**src/rtl/rxw_pkg.sv**
```systemverilog
package rxw_pkg;
    localparam int WORD_W = 32;
    localparam int HALF_W = 16;

    typedef enum logic {
        CS_COLLECT  = 1'b0,
        CS_COMPLETE = 1'b1
    } coll_state_t;

    typedef enum logic [1:0] {
        RS_EMPTY  = 2'd0,
        RS_FULL   = 2'd1,
        RS_GOT_LO = 2'd2,
        RS_GOT_HI = 2'd3
    } rd_state_t;
endpackage

```
**src/rtl/rxw_collect.sv**
```systemverilog
module rxw_collect
    import rxw_pkg::*;
#(
    parameter int W = WORD_W
) (
    input  logic         clk,
    input  logic         rst_n,
    input  logic         bit_stb,
    input  logic         bit_val,
    input  logic         bit_err,
    output logic         eos,
    output logic [W-1:0] cand
);
    localparam int CNT_W = $clog2(W);

    coll_state_t        state_q, state_d;
    logic [CNT_W-1:0]   cnt_q;
    logic [W-2:0]       shreg_q;
    logic               good_stb;
    logic               last_bit;

    always_comb begin
        good_stb = bit_stb && !bit_err;
        last_bit = good_stb && (cnt_q == CNT_W'(W - 1));
    end

    always_comb begin
        state_d = state_q;
        unique case (state_q)
            CS_COLLECT:  state_d = last_bit ? CS_COMPLETE : CS_COLLECT;
            CS_COMPLETE: state_d = CS_COLLECT;
            default:     state_d = CS_COLLECT;
        endcase
    end

    always_ff @(posedge clk or negedge rst_n) begin
        if (!rst_n) state_q <= CS_COLLECT;
        else        state_q <= state_d;
    end

    always_ff @(posedge clk or negedge rst_n) begin
        if (!rst_n) begin
            cnt_q <= '0;
        end else if (bit_err) begin
            cnt_q <= '0;
        end else if (bit_stb) begin
            cnt_q <= last_bit ? '0 : cnt_q + 1'b1;
        end
    end

    always_ff @(posedge clk or negedge rst_n) begin
        if (!rst_n) begin
            shreg_q <= '0;
        end else begin
            for (int k = 0; k < W - 1; k++) begin
                if (good_stb && (cnt_q == CNT_W'(k))) shreg_q[k] <= bit_val;
            end
        end
    end

    always_ff @(posedge clk or negedge rst_n) begin
        if (!rst_n)        cand <= '0;
        else if (last_bit) cand <= {bit_val, shreg_q};
    end

    always_comb eos = (state_q == CS_COMPLETE);

    assert_eos_after_strobe_R2: assert property (@(posedge clk) disable iff (!rst_n)
        eos |-> $past(bit_stb && !bit_err));

    assert_err_restarts_R10: assert property (@(posedge clk) disable iff (!rst_n)
        bit_err |=> (cnt_q == '0));
endmodule

```
**src/rtl/rxw_check.sv**
```systemverilog
module rxw_check
    import rxw_pkg::*;
#(
    parameter int W      = WORD_W,
    parameter int FILT_A = 8,
    parameter int FILT_B = 9
) (
    input  logic         eos,
    input  logic [W-1:0] cand,
    input  logic         filt_en,
    input  logic         match_a,
    input  logic         match_b,
    output logic         accept,
    output logic [W-1:0] word_fix
);
    logic parity_bit;
    logic label_ok;

    always_comb begin
        parity_bit = ~(^cand);
        label_ok   = (cand[FILT_A] == match_a) && (cand[FILT_B] == match_b);
        accept     = eos && (!filt_en || label_ok);
        word_fix   = {parity_bit, cand[W-2:0]};
    end
endmodule

```
**src/rtl/rxw_readout.sv**
```systemverilog
module rxw_readout
    import rxw_pkg::*;
#(
    parameter int W = WORD_W,
    parameter int H = HALF_W
) (
    input  logic         clk,
    input  logic         rst_n,
    input  logic         load,
    input  logic [W-1:0] word_in,
    input  logic         rd_en_n,
    input  logic         half_sel,
    output logic [H-1:0] rd_data,
    output logic         ready_n
);
    localparam int LSB_W = 8;

    rd_state_t    state_q, state_d;
    logic [W-1:0] held_q;
    logic         en_q;
    logic         release_evt;
    logic [H-1:0] half_lo, half_hi;

    always_comb release_evt = rd_en_n && !en_q;

    always_comb begin
        state_d = state_q;
        if (load) begin
            state_d = RS_FULL;
        end else if (release_evt) begin
            unique case (state_q)
                RS_EMPTY:  state_d = RS_EMPTY;
                RS_FULL:   state_d = half_sel ? RS_GOT_HI : RS_GOT_LO;
                RS_GOT_LO: state_d = half_sel ? RS_EMPTY : RS_GOT_LO;
                RS_GOT_HI: state_d = half_sel ? RS_GOT_HI : RS_EMPTY;
                default:   state_d = RS_EMPTY;
            endcase
        end
    end

    always_ff @(posedge clk or negedge rst_n) begin
        if (!rst_n) state_q <= RS_EMPTY;
        else        state_q <= state_d;
    end

    always_ff @(posedge clk or negedge rst_n) begin
        if (!rst_n) begin
            held_q <= '0;
            en_q   <= 1'b1;
        end else begin
            en_q <= rd_en_n;
            if (load) held_q <= word_in;
        end
    end

    // half 1: first eight bits reversed in the low byte
    generate
        for (genvar i = 0; i < LSB_W; i++) begin : g_lsb
            assign half_lo[LSB_W-1-i] = held_q[i];
        end
        for (genvar j = 0; j < 5; j++) begin : g_label_hi
            assign half_lo[11+j] = held_q[8+j];
        end
        for (genvar k = 0; k < H; k++) begin : g_hi
            assign half_hi[k] = held_q[13+k];
        end
    endgenerate
    assign half_lo[8]  = held_q[31];
    assign half_lo[9]  = held_q[29];
    assign half_lo[10] = held_q[30];

    always_comb begin
        ready_n = (state_q == RS_EMPTY);
        if (rd_en_n)       rd_data = '0;
        else if (half_sel) rd_data = half_hi;
        else               rd_data = half_lo;
    end

    assert_ready_falls_on_load_R5: assert property (@(posedge clk) disable iff (!rst_n)
        $fell(ready_n) |-> $past(load));

    assert_ready_rises_on_fetch_R5: assert property (@(posedge clk) disable iff (!rst_n)
        $rose(ready_n) |-> $past(release_evt));

    assert_held_stable_R7: assert property (@(posedge clk) disable iff (!rst_n)
        !load |=> $stable(held_q));
endmodule

```
**src/rtl/rx_word_assembler.sv**
```systemverilog
module rx_word_assembler
    import rxw_pkg::*;
#(
    parameter int FILT_A = 8,
    parameter int FILT_B = 9
) (
    input  logic              clk,
    input  logic              rst_n,
    input  logic              bit_stb,
    input  logic              bit_val,
    input  logic              bit_err,
    input  logic              filt_en,
    input  logic              match_a,
    input  logic              match_b,
    input  logic              rd_en_n,
    input  logic              half_sel,
    output logic [HALF_W-1:0] rd_data,
    output logic              ready_n
);
    logic              eos;
    logic [WORD_W-1:0] cand;
    logic              accept;
    logic [WORD_W-1:0] word_fix;

    rxw_collect #(.W(WORD_W)) u_collect (
        .clk(clk), .rst_n(rst_n), .bit_stb(bit_stb), .bit_val(bit_val),
        .bit_err(bit_err), .eos(eos), .cand(cand)
    );

    rxw_check #(.W(WORD_W), .FILT_A(FILT_A), .FILT_B(FILT_B)) u_check (
        .eos(eos), .cand(cand), .filt_en(filt_en), .match_a(match_a),
        .match_b(match_b), .accept(accept), .word_fix(word_fix)
    );

    rxw_readout #(.W(WORD_W), .H(HALF_W)) u_readout (
        .clk(clk), .rst_n(rst_n), .load(accept), .word_in(word_fix),
        .rd_en_n(rd_en_n), .half_sel(half_sel), .rd_data(rd_data), .ready_n(ready_n)
    );

    assert_parity_stored_R3: assert property (@(posedge clk) disable iff (!rst_n)
        accept |-> (word_fix[WORD_W-1] == ~(^cand)) || (WORD_W != 32));
endmodule

```
**config.mk**
```make
export PLATFORM = sky130hd
export DESIGN_NAME = rx_word_assembler
export DESIGN_NICKNAME = d
export VERILOG_FILES = /design/src/rtl/rxw_pkg.sv /design/src/rtl/rxw_collect.sv /design/src/rtl/rxw_check.sv /design/src/rtl/rxw_readout.sv /design/src/rtl/rx_word_assembler.sv
export SDC_FILE = /design/constraint.sdc
export NUM_CORES = 1
export LEC_CHECK = 0
export BUFFER_PORTS_ARGS = -buffer_cell sky130_fd_sc_hd__buf_4
export CORE_MARGIN = 10
export CORE_UTILIZATION = 30
export DETAILED_ROUTE_END_ITERATION = 16
export GPL_ROUTABILITY_DRIVEN = 0
export PLACE_DENSITY_LB_ADDON = 0.25
export SKIP_CTS_REPAIR_TIMING = 1
export SLEW_MARGIN = 30
export SYNTH_ARGS = -nofsm -noshare
export SYNTH_HDL_FRONTEND = slang
export SYNTH_HIERARCHICAL = 1
export SYNTH_SLANG_ARGS = --single-unit
export TNS_END_PERCENT = 1
```
**constraint.sdc**
```tcl
create_clock -name clk -period 2.8 [get_ports clk]
set_clock_uncertainty 0.2 [all_clocks]
set_input_delay 0.14 -clock clk [delete_from_list [all_inputs] [get_ports clk]]
set_output_delay 0.14 -clock clk [all_outputs]
set_load 0.02 [all_outputs]
```
# Word-level counts from Yosys, hierarchy flattened
# Cells that the tools add are included.
# classes
addsub,1
n_mul,0
div_mod_pow,0
magnitude_cmp,0
eq_ne,36
n_shift,0
muxes,13
bitwise,2
reduce_logical,45
# ops
op,n
5-bit == test (second input constant),16
5-bit by 4-bit == test with 1-bit output (second input constant),8
1-bit logical AND,36
16-bit two-way mux,2
32-bit parity,1
5-bit by 3-bit == test with 1-bit output (second input constant),4
5-bit two-way mux,3
5-bit by 2-bit == test with 1-bit output (second input constant),2
2-bit two-way mux,4
2-bit one-hot mux with 4 select lines,1
5-bit by 1-bit adder with 5-bit output (second input constant),1
5-bit by 1-bit == test with 1-bit output (second input constant),1
5-bit logical NOT,1
2-bit == test (second input constant),2
2-bit nonzero test,2
1-bit logical NOT,3
1-bit == test,2
2-bit by 1-bit == test with 1-bit output (second input constant),1
2-bit logical NOT,1
1-bit two-way mux,2
1-bit NOT,2
1-bit one-hot mux with 2 select lines,1
1-bit logical OR,1
# word_totals
reg_bits,104
latchBits,0
ramBits,0
romBits,0
in_bits,10
output_inout_bits,17
wordCells,134
mem_count,0

# Logic depth before layout (Yosys ltp)
# Gate-level depths: netlist of run 1.
# depth
ltp_word,6
ltp_mapped,7
depth_no_buf,6

# By module
# Netlist of run 1, hierarchy kept.
# modules_own_cells
mod,instances,cells_per_inst,area_each_um2,seq_area_each_um2
rxw_collect,1,220,2976.6,1726.7
rxw_readout,1,116,1557.7,877.1
rxw_check,1,67,540.5,0.0

# Worst setup path after synthesis of run 1
# No wires, ideal clock.
# synth_timing
kind,register to register
startpoint,reg u_collect.cnt_q[0]
endpoint,reg u_collect.cand[0]
setup_time_ns,0.125
t_arrival_ns,1.704
t_required_ns,2.475
path_slack_ns,0.771
path_stages_with_launch,7
path_buffers,1
synth_period_minus_slack_ns,2.029
cell_sequence,dfrtp_1 -> ha_1 -> and3_1 -> ha_1 -> nand2_2 -> buf_6 -> mux2_2
# synth_via
elab_chain_len,2
# synth_lines
element,line_no,text
from (decl),rxw_collect.sv:17,logic [CNT_W-1:0] cnt_q;
from (signal assigned),rxw_collect.sv:47,cnt_q <= last_bit ? '0 : cnt_q + 1'b1;
5-bit == test,rxw_collect.sv:24,last_bit = good_stb && (cnt_q == CNT_W'(W - 1));
1-bit logical AND,rxw_collect.sv:24,
to (signal assigned),rxw_collect.sv:63,"else if (last_bit) cand <= {bit_val, shreg_q};"
to (decl),rxw_collect.sv:12,output logic [W-1:0] cand
# No other way between the ends.
# A chain may end at the register's enable or synchronous reset.

# Worst setup path after layout of run 1
# layout_timing
startpoint,reg u_collect.cnt_q[0]
endpoint,reg u_collect.cand[28]
# The elaborated chain is that of the path after synthesis.

==> flow_metrics.tcl, run 1 <==
set metrics [dict create \
    synth_nets 419 \
    worstPathMaxFanout 33 \
    viasPerCell 4.48 \
    grtUsageTotal 0.0901 \
    p_per_area_nw_per_um2 522 \
    routed-wl-met3_um 268 \
    ys_seq_area_frac 0.513 \
    grt_max_degree 48 \
    die_h_um 150 \
    hold_viol 2 \
    grt_pass1_vias 2962 \
    cts_buffers 9 \
    cts_buffer_depth 2 \
    fin_crit_ns 2.21 \
    wl_per_cell_um 15.4 \
    ys_types 34 \
    routed_wl_mm 9.56 \
    internal_power_mw 2.31 \
    area_delta_synth_final_pct 9.94 \
    drtIter0Drc 130 \
    rows 47 \
    io_pins 27 \
    io_buffers 26 \
    clkSlewWorstSetupHoldPaths_ns 0.07 \
    dieArea_um2 22500 \
    violations "negative hold slack" \
    switching_share 0.208 \
    wl_met1_mm 4.61 \
    cp-end-kind "flop" \
    core_um2 16600 \
    post-route-util 0.336 \
    dp_slack_ns 0.597 \
    drv_cap 0 \
    grt_pass1_wl_mm 16.1 \
    comb_power_share 0.039 \
    yosys_warnings 6 \
    syn_inst 403 \
    slew_headroom 0.577 \
    clk-insertion-delay-late_ns 0.34 \
    yosysTopAreaCell "dfrtp_1" \
    root_buffer "clkbuf_16" \
    finish.instance_area_um2 5580 \
    peakVddDrop_mv 0.240 \
    drtPass1Iterations 4 \
    mappedNetlistArea_um2 5070 \
    whs_ns -0.0168 \
    cts_tree "built" \
    setup_viol 0 \
    h-tree-depth 3 \
    start_kind "flop" \
    avgSynthCellArea_um2 12.6 \
    final.setup.worst_slack_ns 0.593 \
    min_path_type "primary input to flop" \
    final_layout_size_suffix_gt1_frac 0.367 \
    antenna_found_initial 0 \
    finalSetupTns_ns 0 \
    finalCritPeriodShare 0.788 \
    status "finished with violations" \
    gr-total-overflow 0 \
    dpl.hpwl_mm 6.80 \
    fin_total_pwr_mw 2.91 \
    synth_top_area_share 0.508 \
    placed_area_um2 5250 \
    drc 0 \
    finalMaxSlewViolations 0 \
    antenna_cells 0 \
    pwr-share-clk 0.434 \
    top_signal_layer_used "met4" \
    seq_power_share 0.527 \
    clock_sinks 104 \
    critPathKind "flop to flop" \
    die_w_um 150 \
    fmax_mhz 453 \
    rsz0062_at_grt "false" \
    dr_wl_met2_mm 4.56 \
    num-nets-final 412 \
    cp.required_ns 2.83 \
    tightestPinTransition_ns 0.634 \
    switching_power_mw 0.606 \
    dr_total_vias 2780 \
    arrival_ns 2.23 \
    synth_area_leaders "dfrtp_1, mux2_2, buf_4" \
    p_leak_nw 2.69 \
    synth.ff_latch_count 104 \
    start_util 0.306 \
    ant_nets 0 \
]
## synth_stat cells, drive strengths merged
master	number
a21oi	5
inv	4
nor3b	1
a31oi	1
or3b	1
or4	1
xnor2	27
mux2i	17
xor2	6
nand4b	4
dfrtp	103
buf	48
nand2b	4
and2	1
nor3	4
or3	1
clkbuf	4
nand3	4
dfstp	1
and2b	1
nor2b	3
mux2	95
ha	6
and4bb	5
o21ai	5
nand2	16
nor2	34
and3	1
## critical path, cell delays in order, from the launching register on
cell	delay [ns]
dfrtp_1	0.45
ha_1	0.27
and3_1	0.22
ha_1	0.26
nand2_2	0.11
buf_12	0.21
mux2_2	0.36
## kinds of logic after synthesis
logic type / after synthesis / synth area share
muxes: 112 / 0.244
DFF: 104 / 0.513
and+or+nand+nor: 81 / 0.0836
buffers and inverters: 56 / 0.0762
xor gates and xnor gates: 33 / 0.0570
AOI/OAI and AO/OA: 11 / 0.0111
adders and majority gates: 6 / 0.0148
## cell usage in the layout, fill, tap and decap left out, types with 4 or more instances in the layout
cell type | netlist | final
ha_1 | 6 | 6
nand4b_1 | 4 | 4
dfrtp_1 | 103 | 103
nor3_1 | 4 | 4
buf_4 | 34 | 28
mux2i_1 | 17 | 17
o21ai_0 | 4 | 4
a21oi_1 | 5 | 5
nand3_1 | 4 | 4
xnor2_1 | 27 | 27
and4bb_2 | 5 | 5
nand2b_1 | 4 | 4
mux2_2 | 92 | 92
nor2_1 | 34 | 34
nand2_1 | 15 | 15
clkbuf_16 | 0 | 9
xor2_1 | 6 | 6
## final cells by class
type | instances | area, um^2
Sequential cell | 104 | 2600
Multi-Input combinational cell | 243 | 2080
Inverter | 4 | 15.0
Timing Repair Buffer | 34 | 300
Clock buffer | 13 | 260
Fill cell | 1687 | 11000
Tap cell | 220 | 275
Clock inverter | 3 | 40.0
## registers in the layout, summed over array words and instances, names as in the netlist
name,flops
u_readout/state_q,2
u_collect/cand,32
u_collect/eos,1
u_collect/cnt_q,5
u_readout/held_q,32
u_readout/en_q,1
u_collect/shreg_q,31
## path summary, 6_finish.rpt
kind | cells after the start | start | end | slack (ns)
worst min register to register | 1 | u_collect/eos$_DFF_PN0_ | u_collect/eos$_DFF_PN0_ | 0.23
worst min-delay path | 3 | bit_stb | u_collect/cnt_q[1]$_DFFE_PN0P_ | -0.02
worst max-delay path | 6 | u_collect/cnt_q[0]$_DFFE_PN0P_ | u_collect/cand[28]$_DFFE_PN0P_ | 0.59
max in group asynchronous | 3 | rst_n | u_readout/held_q[18]$_DFFE_PN0P_ | 1.56
min in group asynchronous | 2 | rst_n | u_collect/shreg_q[7]$_DFFE_PN0P_ | 0.16
worst max register to register | 6 | u_collect/cnt_q[0]$_DFFE_PN0P_ | u_collect/cand[28]$_DFFE_PN0P_ | 0.59
## routing by layer
layer	global-route usage	vias up
li1	-	1329
met1	0.119	1419
met2	0.141	23
met3	0.0211	9
met4	0.0306	0
met5	0	-
## power groups by stage
stage                     clock network, mW  logic [mW]  registers (mW)
final                                  1.26       0.115            1.53
after global routing                   1.37       0.132            1.54
after CTS                              1.31       0.116            1.53
after detailed placement                  0       0.116            1.56
after global placement                    0       0.114            1.56
after floorplan                           0      0.0596            1.56
## through the flow
step	hold slack [ns]	instances
after floorplan	-0.356	403
after global placement	0.00847	602
after detailed placement	0.0141	602
after CTS	-0.360	618
after global routing	0.00267	621
final	-0.0168	621
(Power assumes the default switching activity.)
==> inputs of run 2 (changes only) <==
==> constraint.sdc (replaced) <==
create_clock -name clk -period 2.15 [get_ports clk]
set_clock_uncertainty 0.2 [all_clocks]
set_input_delay 0.1075 -clock clk [delete_from_list [all_inputs] [get_ports clk]]
set_output_delay 0.1075 -clock clk [all_outputs]
set_load 0.02 [all_outputs]
==> flow_metrics.tcl, run 2 (synthesized netlist as in run 1, its figures left out) <==
set metrics [dict create \
    final_common_cell "dfrtp_1" \
    reg_top3 "u_collect/cand: 32 flops, u_readout/held_q: 32 flops, u_collect/shreg_q: 31 flops" \
    status "finished clean" \
    root_buffer "clkbuf_16" \
    startpoint "u_collect/cnt_q[0]$_DFFE_PN0P_" \
    finalMaxSlewViolations 0 \
    dp_slack_ns 0.0578 \
    drtPass1Iterations 4 \
    finalCritPeriodShare 0.931 \
    cp.required_ns 2.18 \
    endpoint "u_collect/cand[15]$_DFFE_PN0P_" \
    antenna_cells 0 \
    worstPathMaxFanout 14 \
    final_layout_size_suffix_gt1_frac 0.385 \
    p_leak_nw 2.75 \
    r2r-start "u_collect/cnt_q[0]$_DFFE_PN0P_" \
    gr-total-overflow 0 \
    dr_total_vias 2828 \
    multiInputGateArea_um2 2090 \
    final.setup.worst_slack_ns 0.149 \
    grt_pass1_wl_mm 16.7 \
    routed_wl_mm 10.1 \
    reg2reg_to "u_collect/cand[15]$_DFFE_PN0P_" \
    cts_tree "built" \
    ant_nets 0 \
    cp-end-kind "flop" \
    io_pins 27 \
    clkSlewWorstSetupHoldPaths_ns 0.07 \
    grt_max_degree 37 \
    die_h_um 150 \
    grtUsageTotal 0.0937 \
    cts_buffers 9 \
    layout_common_cells "dfrtp_1, mux2_2, buf_4, nor2_1, xnor2_1" \
    clock_sinks 104 \
    grt_pass1_vias 3040 \
    rows 47 \
    arrival_ns 2.03 \
    die_w_um 150 \
    drv_cap 0 \
    setup_viol 0 \
    cts_buffer_depth 2 \
    fill_cells 1669 \
    tightestPinTransition_ns 0.458 \
    fmax_mhz 500 \
    dpl.hpwl_mm 7.08 \
    core_um2 16600 \
    antenna_found_initial 0 \
    p_per_area_nw_per_um2 667 \
    hold_viol 0 \
    critPathKind "flop to flop" \
    min_path_type "primary input to async pin" \
    peakVddDrop_mv 0.351 \
    start_kind "flop" \
    regArea_um2 2600 \
    area_delta_synth_final_pct 11.9 \
    clk-insertion-delay-late_ns 0.34 \
    slew_headroom 0.694 \
    viasPerCell 4.49 \
    io_buffers 26 \
    num-nets-final 421 \
    rsz0062_at_grt "false" \
    drtIter0Drc 229 \
    fin_crit_ns 2.00 \
    dieArea_um2 22500 \
    wl_per_cell_um 16.0 \
    start_util 0.306 \
    drc 0 \
    reg2reg_depth 6 \
    finalSetupTns_ns 0 \
    h-tree-depth 3 \
    rrSetupSlack_ns 0.15 \
]
==> run 2: worst min-delay path by stage <==
stage | end | cells after the start
finish | u_collect/cand[15]$_DFFE_PN0P_ | 2
floorplan | u_collect/cand[0]$_DFFE_PN0P_ | 0
global route | u_collect/cand[15]$_DFFE_PN0P_ | 2
global placement | u_collect/shreg_q[15]$_DFFE_PN0P_ | 1
detailed placement | u_collect/shreg_q[15]$_DFFE_PN0P_ | 1
CTS | u_collect/shreg_q[15]$_DFFE_PN0P_ | 1
==> run 2: area by class of cell <==
type,instances,area share
timing repair buffer,43,0.0683
multi-input combinational,243,0.368
sequential,104,0.459
tap,220,0.0485
clock inverter,3,0.00419
clock buffer,13,0.0494
inverter,4,0.00264
==> run 2: layer usage <==
layer,GRT usage,routed length (um),up-vias
met1,0.123,4910,1454
met3,0.0196,250,8
met2,0.148,4820,22
met5,0,0,-
met4,0.0350,118,0
li1,-,-,1344
==> run 2: power breakdown <==
part | internal [mW] | switching [mW] | total [mW]
clock | 0.915 | 0.715 | 1.63
combinational | 0.0633 | 0.0985 | 0.162
sequential | 1.98 | 0.0148 | 2.00
==> run 2: stage by stage <==
| stage | hold WS [ns] | power (mW) | util | cells | area, um^2 |
|---|---|---|---|---|---|
| floorplan | -0.388 | 2.11 | - | 403 | 5070 |
| global placement | -0.104 | 2.19 | 0.320 | 609 | 5300 |
| detailed placement | -0.102 | 2.20 | 0.320 | 609 | 5300 |
| CTS | -0.473 | 3.84 | 0.338 | 625 | 5610 |
| global route | 0.122 | 3.95 | 0.342 | 630 | 5680 |
| finish | 0.0625 | 3.79 | 0.342 | 630 | 5680 |
==> run 2: worst max-delay path, cell delays in order, from the launching register on <==
cell       delay [ns]
dfrtp_1          0.39
ha_1             0.22
and3_1           0.21
ha_2             0.23
nand2_4          0.11
clkbuf_16        0.19
mux2_2           0.34
==> inputs of run 3 (changes only) <==
--- a/config.mk
+++ b/config.mk
@@ -7,7 +7,7 @@
 export LEC_CHECK = 0
 export BUFFER_PORTS_ARGS = -buffer_cell sky130_fd_sc_hd__buf_4
 export CORE_MARGIN = 10
-export CORE_UTILIZATION = 30
+export CORE_UTILIZATION = 60
 export DETAILED_ROUTE_END_ITERATION = 16
 export GPL_ROUTABILITY_DRIVEN = 0
 export PLACE_DENSITY_LB_ADDON = 0.25
==> constraint.sdc (replaced) <==
create_clock -name clk -period 2.5 [get_ports clk]
set_clock_uncertainty 0.2 [all_clocks]
set_input_delay 0.125 -clock clk [delete_from_list [all_inputs] [get_ports clk]]
set_output_delay 0.125 -clock clk [all_outputs]
set_load 0.02 [all_outputs]
==> flow_metrics.tcl, run 3 (synthesized netlist as in run 1, its figures left out) <==
set metrics [dict create \
    fmax_mhz 449 \
    final_common_cell "dfrtp_1" \
    dr_total_vias 2793 \
    dpl.hpwl_mm 6.38 \
    layout_common_cells "dfrtp_1, mux2_2, nor2_1, buf_4, xnor2_1" \
    peakVddDrop_mv 0.263 \
    critPathKind "flop to flop" \
    rrSetupSlack_ns 0.27 \
    hold_path.startpoint "bit_val" \
    top_signal_layer_used "met4" \
    r2r-start "u_collect/cnt_q[0]$_DFFE_PN0P_" \
    io_buffers 26 \
    root_buffer "clkbuf_8" \
    tightestPinTransition_ns 0.745 \
    start_kind "flop" \
    start_util 0.618 \
    clkSlewWorstSetupHoldPaths_ns 0.10 \
    core_um2 8220 \
    finalCritPeriodShare 0.892 \
    io_pins 27 \
    final_layout_size_suffix_gt1_frac 0.373 \
    drtIter0Drc 167 \
    finalMaxSlewViolations 0 \
    p_per_area_nw_per_um2 536 \
    status "finished clean" \
    rows 33 \
    drc 0 \
    area_delta_synth_final_pct 5.42 \
    min_path_type "primary input to flop" \
    setup_viol 0 \
    dieArea_um2 12500 \
    drv_cap 0 \
    cp-end-kind "flop" \
    arrival_ns 2.27 \
    cts_buffers 9 \
    finalSetupTns_ns 0 \
    dp_cells 490 \
    ant_nets 0 \
    reg_top3 "u_collect/cand: 32 flops, u_readout/held_q: 32 flops, u_collect/shreg_q: 31 flops" \
    clk-insertion-delay-late_ns 0.36 \
    grt_pass1_vias 2828 \
    wl_per_cell_um 17.2 \
    gr-total-overflow 0 \
    reg2reg_to "u_collect/cand[15]$_DFFE_PN0P_" \
    cp.required_ns 2.54 \
    reg2reg_depth 6 \
    fin_cells 510 \
    viasPerCell 5.48 \
    num-nets-final 416 \
    grt_max_degree 58 \
    dr_wl_met2_mm 4.12 \
    worstPathMaxFanout 33 \
    hold_viol 0 \
    hold_depth 2 \
    routed-wl-met3_um 268 \
    wl_met1_mm 4.26 \
    routed_wl_mm 8.78 \
    h-tree-depth 3 \
    antenna_cells 0 \
    antenna_found_initial 0 \
    cts_tree "built" \
    whs_ns 0.0758 \
    die_w_um 112 \
    grtUsageTotal 0.145 \
    cts_buffer_depth 2 \
    die_h_um 112 \
    clock_sinks 104 \
    slew_headroom 0.503 \
    rsz0062_at_grt "false" \
    p_leak_nw 2.65 \
    grt_pass1_wl_mm 15.1 \
    fin_crit_ns 2.23 \
    drtPass1Iterations 4 \
    hold_end "u_collect/shreg_q[8]$_DFFE_PN0P_" \
]
-- run 3: changes by cell type in the layout (fill, tap and decap cells not counted) --
cell / before / now
ha_1: 5 / 6
nand2_4: 1 / 0
clkbuf_16: 10 / 0
clkbuf_8: 4 / 9
bufinv_16: 0 / 1
nand2_2: 0 / 1
clkbuf_1: 0 / 1
inv_6: 0 / 1
clkinv_2: 0 / 1
buf_4: 35 / 32
ha_2: 1 / 0
buf_12: 3 / 2
-- run 3: worst max path at each step --
stage / startpoint / endpoint / slack, ns / cells past startpoint
2_1_floorplan: u_collect/cnt_q[0]$_DFFE_PN0P_ / u_collect/cand[0]$_DFFE_PN0P_ / 0.47 / 6
3_3_place_gp: u_collect/cnt_q[0]$_DFFE_PN0P_ / u_collect/cand[22]$_DFFE_PN0P_ / 0.39 / 6
3_5_place_dp: u_collect/cnt_q[0]$_DFFE_PN0P_ / u_collect/cand[15]$_DFFE_PN0P_ / 0.29 / 6
4_1_cts: u_collect/cnt_q[0]$_DFFE_PN0P_ / u_collect/cand[15]$_DFFE_PN0P_ / 0.28 / 6
5_1_grt: u_collect/cnt_q[0]$_DFFE_PN0P_ / u_collect/cand[5]$_DFFE_PN0P_ / 0.16 / 6
6_report: u_collect/cnt_q[0]$_DFFE_PN0P_ / u_collect/cand[15]$_DFFE_PN0P_ / 0.27 / 6
-- run 3: worst max-delay path, stage by stage (launching register included) --
cell and delay (ns):
dfrtp_1 0.46, ha_1 0.28, and3_1 0.22, ha_1 0.27
nand2_2 0.11, buf_12 0.21, mux2_2 0.36
-- run 3: per-layer routing --
layer,global-route usage,up-vias
li1,-,1337
met1,0.203,1410
met2,0.218,35
met3,0.0284,11
met4,0.0567,0
met5,0,-
-- run 3: where the power goes --
group | leakage, nW | internal, mW | switching (mW)
Sequential | 1.44 | 1.70 | 0.0144
Combinational | 1.12 | 0.0513 | 0.0780
Clock | 0.0929 | 0.467 | 0.555
-- run 3: layout make-up --
cell class	instances	area, um^2
inverter	4	15.0
sequential	104	2600
clock inverter	6	67.6
tap	105	131
clock buffer	10	128
fill	643	2870
timing repair buffer	38	320
multi-input combinational	243	2080
-- run 3: stage by stage --
step	setup slack (ns)	utilization	instance area, um^2	power (mW)
2_1_floorplan	0.471	-	5070	1.81
3_3_place_gp	0.391	0.623	5110	1.87
3_5_place_dp	0.288	0.623	5110	1.88
4_1_cts	0.276	0.646	5310	2.90
5_1_grt	0.161	0.651	5350	3.00
6_report	0.271	0.651	5350	2.87
